--- src/rtl/lsr_pkg.sv ---
`timescale 1ns/1ps
// Package: shared widths and the decoded shift-control type.
// Assumes a lane width that is a power of two.
package lsr_pkg;
    parameter int LANE_W = 16;
    localparam int SH_W  = $clog2(LANE_W);   // bits of a shift magnitude
    localparam int AMT_W = SH_W + 1;         // signed amount field width

    typedef struct packed {
        logic            go_left;  // amount is zero or positive
        logic [SH_W-1:0] shl;      // left shift count
        logic [SH_W-1:0] shr_pre;  // right magnitude minus one, after clamp
    } shift_ctrl_t;
endpackage

--- src/rtl/lsr_amt_decode.sv ---
`timescale 1ns/1ps
// Module: turns the signed amount field into a direction and counts.
// A negative magnitude of LANE_W is clamped to LANE_W-1.
// Assumes amt is a two's-complement value of AMT_W bits.
module lsr_amt_decode
    import lsr_pkg::*;
(
    input  logic [AMT_W-1:0] amt,
    output shift_ctrl_t      ctrl
);
    logic [AMT_W-1:0] mag;
    logic [SH_W-1:0]  mag_c;

    // Negate, clamp and pre-decrement the right magnitude.
    always_comb begin
        mag   = -amt;
        mag_c = mag[SH_W] ? {SH_W{1'b1}} : mag[SH_W-1:0];
        ctrl.go_left = ~amt[AMT_W-1];
        ctrl.shl     = amt[SH_W-1:0];
        ctrl.shr_pre = mag_c - SH_W'(1);
    end
endmodule

--- src/rtl/lsr_lane.sv ---
`timescale 1ns/1ps
// Module: one signed lane. Either a full-precision left shift with
// saturation, or a rounding arithmetic right shift.
// Assumes ctrl comes from lsr_amt_decode (shr_pre < LANE_W-1).
module lsr_lane
    import lsr_pkg::*;
(
    input  logic [LANE_W-1:0] x,
    input  shift_ctrl_t       ctrl,
    output logic [LANE_W-1:0] y,
    output logic              sat
);
    localparam int WIDE_W = 2 * LANE_W;
    localparam int EXT_W  = LANE_W + 2;
    localparam logic signed [WIDE_W-1:0] POS_LIM = WIDE_W'((64'd1 << (LANE_W-1)) - 64'd1);
    localparam logic signed [WIDE_W-1:0] NEG_LIM = -POS_LIM - WIDE_W'(1);

    logic signed [WIDE_W-1:0] wide;
    logic signed [EXT_W-1:0]  ext, pre, sum, rnd;

    // Left path at double width, right path two bits wider than a lane.
    always_comb begin
        wide = {{LANE_W{x[LANE_W-1]}}, x} <<< ctrl.shl;
        ext  = {{2{x[LANE_W-1]}}, x};
        pre  = ext >>> ctrl.shr_pre;
        sum  = pre + EXT_W'(1);
        rnd  = sum >>> 1;
    end

    // Pick direction and clamp the left result.
    always_comb begin
        sat = 1'b0;
        if (!ctrl.go_left) begin
            y = rnd[LANE_W-1:0];
        end else if (wide > POS_LIM) begin
            y   = {1'b0, {(LANE_W-1){1'b1}}};
            sat = 1'b1;
        end else if (wide < NEG_LIM) begin
            y   = {1'b1, {(LANE_W-1){1'b0}}};
            sat = 1'b1;
        end else begin
            y = wide[LANE_W-1:0];
        end
    end
endmodule

--- src/rtl/lane_shift_round_sat.sv ---
`timescale 1ns/1ps
// Module: top. Applies one signed amount to every lane, keeps a sticky
// overflow flag and, when REGISTERED=1, registers the packed result.
// Assumes XLEN is a multiple of the lane width.
module lane_shift_round_sat
    import lsr_pkg::*;
#(
    parameter int XLEN       = 64,
    parameter bit REGISTERED = 1'b1
) (
    input  logic            clk,
    input  logic            rst_n,
    input  logic            op_en,
    input  logic            ovf_clr,
    input  logic [XLEN-1:0] opd_a,
    input  logic [XLEN-1:0] opd_b,
    output logic [XLEN-1:0] res_o,
    output logic            ovf_o
);
    localparam int NLANES = XLEN / LANE_W;

    shift_ctrl_t       ctrl;
    logic [XLEN-1:0]   res_c;
    logic [NLANES-1:0] lane_sat;
    logic              any_sat;
    logic              unused_hi;
    logic              ovf_q;

    assign unused_hi = ^opd_b[XLEN-1:AMT_W];

    lsr_amt_decode u_dec (.amt(opd_b[AMT_W-1:0]), .ctrl(ctrl));

    for (genvar i = 0; i < NLANES; i++) begin : g_lane
        lsr_lane u_lane (
            .x   (opd_a[i*LANE_W +: LANE_W]),
            .ctrl(ctrl),
            .y   (res_c[i*LANE_W +: LANE_W]),
            .sat (lane_sat[i])
        );
    end

    assign any_sat = |lane_sat;

    // Sticky flag: a saturation in the current operation beats a clear.
    always_ff @(posedge clk) begin
        if (!rst_n) ovf_q <= 1'b0;
        else        ovf_q <= (ovf_q & ~ovf_clr) | (op_en & any_sat);
    end
    assign ovf_o = ovf_q;

    if (REGISTERED) begin : g_reg
        logic [XLEN-1:0] res_q;
        // Capture the packed result on each strobed operation.
        always_ff @(posedge clk) begin
            if (!rst_n)     res_q <= '0;
            else if (op_en) res_q <= res_c;
        end
        assign res_o = res_q;
    end else begin : g_comb
        assign res_o = res_c;
    end
endmodule

--- config.mk ---
export PLATFORM = sky130hd
export DESIGN_NAME = lane_shift_round_sat
export DESIGN_NICKNAME = d
export VERILOG_FILES = /design/src/rtl/lsr_pkg.sv /design/src/rtl/lsr_amt_decode.sv /design/src/rtl/lsr_lane.sv /design/src/rtl/lane_shift_round_sat.sv
export SDC_FILE = /design/constraint.sdc
export NUM_CORES = 1
export LEC_CHECK = 0
export BUFFER_PORTS_ARGS = -buffer_cell sky130_fd_sc_hd__buf_4
export CORE_ASPECT_RATIO = 0.9
export CORE_MARGIN = 2
export CORE_UTILIZATION = 45
export CTS_BUF_LIST = sky130_fd_sc_hd__clkbuf_4
export CTS_CLUSTER_DIAMETER = 60
export DETAILED_ROUTE_END_ITERATION = 12
export PLACE_DENSITY = 0.75
export SYNTH_ARGS = -nofsm -noshare
export SYNTH_HDL_FRONTEND = slang
export SYNTH_SLANG_ARGS = --single-unit
--- constraint.sdc ---
create_clock -name clk -period 19.8 [get_ports clk]
set_input_delay 2.97 -clock clk [delete_from_list [all_inputs] [get_ports clk]]
set_output_delay 2.97 -clock clk [all_outputs]
set_load 0.005 [all_outputs]
==> impl_metrics.csv <==
group,metric,value,unit
run_status,status,"complete, no violations",
floorplanning,fp.dieArea,26700,µm²
power,p_comb_frac,0.615,
floorplanning,die_h,155,µm
sta,finalSetupViolations,0,
placement,dpl_cell_area,12300,µm²
placement,io_buffers,137,
yosys,ys_ff_latch,65,
yosys,syn_inst,1399,
cts,cts_setup_buffers,0,
yosys,synth_edf_count,0,
drt,drt_wl_total,40700,µm
sta,slew_headroom,0.323,
power,pwr-share-clk,0.146,
cts,insertion_delay,0.42,ns
cts,numClockSinks,65,
critical_path,worstPathMaxFanout,61,
power,p_total,0.000626,W
placement,gp_congestion,0.979,
placement,hpwl,29500,µm
run,max_cap_violations,0,
finish,syn_to_final_growth,8.80,%
cts,cts_buffers,9,
critical_path,criticalPathCategory,"primary input to flop",
worst_hold_path,min_path_type,"flop to flop",
finish,drive_above_1_share,0.249,
global_routing,grt_start_max_net_pins,85,
floorplanning,start_util,0.456,
yosys,ys_async_sr_fraction,0,
global_routing,antenna_found_initial,0,
cts,cts-resized-gates,0,
drt,drc,0,
sta,finalHoldViolations,0,
power,sw_frac_of_total,0.453,
critical_path,required,20.17,ns
floorplanning,rows,55,
sta,fin_setup_tns,0,ns
yosys,seq_area_frac_synth,0.114,
finish,multi_input_area,9290,µm²
sta,fin_skew,0,ns
sta,slew_viol_final,0,
cts,cts_buffer_depth,2,
power,power_density,50.4,nW/µm²
power,ir_drop,0.0310,mV
placement,dp_slack,10.29,ns
cts,ctsHoldBuffers,0,
finish,n_antenna_cell,0,
cts,cts_tree,"yes",
drt,via_count,12200,
sta,worst_pin_slew,1.02,ns
sta,timing.final.ws_setup,10.61,ns
yosys,synth_area_per_cell,8.17,µm²
finish,nNetsFinal,1568,
drt,drt_iter0_drc,1512,
drt,avgRoutedWirePerCell,22.9,µm
critical_path,r2r_slack,18.78,ns
finish,final_common_cell,"buf_4",
critical_path,cp.arrival,9.56,ns
power,leakage,4.70,nW
power,internal_power,0.000343,W
cts,htree_levels,3,
sta,max_freq,0.109,GHz
critical_path,end_kind,"flop",
global_routing,grt_pass1_wl,63000,µm
cts,clk_pin_slew_worst_paths,0.10,ns
sta,min_period_over_period,0.464,
yosys,ys_types,106,
sta,hold_ws,0.473,ns
cts,cts-root-buf,"clkbuf_4",
finish,fillers,2487,
floorplanning,fp.dieW,172,µm
global_routing,grt_usage,0.300,
finish,layout_common_cells,"151 x buf_4, 149 x nand2_1, 114 x nor2_1",
yosys,synth-main-ff-cell,"dfxtp_1",
sta,rsz0062_at_grt,"false",
critical_path,setup.worst_path.start_class,"primary input",
finish,final_cell_area,12400,µm²
power,seqPwrFrac,0.239,
drt,ant_nets,0,
drt,first_pass_iters,5,
yosys,syn-num-nets,1537,
floorplanning,io_pins,197,
floorplanning,core_area,25000,µm²
global_routing,grt_pass1_vias,11400,
yosys,synth_area,11400,µm²
power,power_switching,0.000283,W
sta,fin_crit,9.19,ns
global_routing,grt_overflow,0,
drt,avgViaCountPerCell,6.89,
finish,regArea,1300,µm²
yosys,yosys_warnings,0,
## power by group through the flow
stage               Sequential (W)  Clock [W]  Combinational (W)
floorplan                 0.000152          0           0.000276
global placement          0.000152          0           0.000372
detailed placement        0.000152          0           0.000375
CTS                       0.000149  0.0000942           0.000377
global route              0.000151   0.000101           0.000414
finish                    0.000149  0.0000917           0.000385
## layout make-up
cell class	instances	share of cell area
sequential	65	0.105
timing repair buffer	151	0.0912
clock inverter	6	0.00473
tap	342	0.0344
multi-input combinational	1165	0.747
clock buffer	10	0.00604
inverter	38	0.0117
## metal layers
| layer | global-route usage | part of all wire | wire length, µm |
|---|---|---|---|
| met1 | 0.385 | 0.38 | 15500 |
| met2 | 0.497 | 0.47 | 19300 |
| met3 | 0.0445 | 0.093 | 3790 |
| met4 | 0.141 | 0.050 | 2040 |
| met5 | 0 | 0 | 0 |
## logic make-up after synthesis
| group | count (synthesis) | synth area share |
|---|---|---|
| simple gates | 455 | 0.201 |
| mux | 233 | 0.325 |
| fa+ha+maj | 6 | 0.00657 |
| flops | 65 | 0.114 |
| compound gates | 439 | 0.255 |
| buf+inv | 169 | 0.0739 |
| xor+xnor | 32 | 0.0245 |
## metrics by stage
step	util	std cells
6_report	0.496	1777
5_1_grt	0.496	1777
4_1_cts	0.496	1777
3_5_place_dp	0.491	1761
3_3_place_gp	0.491	1761
2_1_floorplan	-	1399
## worst paths after layout
kind,from,to,cells past startpoint
worst max-delay path,opd_b[0],res_o[22]$_SDFFE_PN0P_,19
worst min register to register,res_o[63]$_SDFFE_PN0P_,res_o[63]$_SDFFE_PN0P_,2
worst max register to register,res_o[14]$_SDFFE_PN0P_,res_o[14]$_SDFFE_PN0P_,4
worst min-delay path,res_o[63]$_SDFFE_PN0P_,res_o[63]$_SDFFE_PN0P_,2
## cells in the mapped netlist, drive strengths merged (15+ instances only)
cell type / count / share of area
nand2: 149 / 0.049
o21ai: 116 / 0.051
nor2: 115 / 0.038
a21oi: 104 / 0.046
mux4: 104 / 0.21
mux2i: 84 / 0.075
clkbuf: 67 / 0.022
dfxtp: 65 / 0.11
buf: 64 / 0.039
mux2: 45 / 0.044
a31oi: 39 / 0.021
nand3: 39 / 0.018
inv: 37 / 0.012
o211ai: 36 / 0.025
nor3: 34 / 0.015
xnor2: 19 / 0.015
and3: 18 / 0.0099
a211oi: 15 / 0.011
## critical path, stage by stage
cell      delay, ns
buf_4          0.24
inv_1          0.09
buf_4          0.31
ha_1           0.46
nor3b_4        0.37
mux2i_4        0.27
buf_4          0.78
inv_4          0.18
ha_2           0.38
buf_4          0.57
inv_2          0.29
nor4_4         0.63
mux2i_1        0.22
mux2i_1        0.32
nand2_1        0.16
or4b_1         0.59
xnor2_1        0.16
a211oi_1       0.34
a31o_2         0.15
## state kept, by name, summed over array words and instances (netlist names)
name,flops
res_o,64
ovf_o,1
Power figures use the tool's default switching activity.
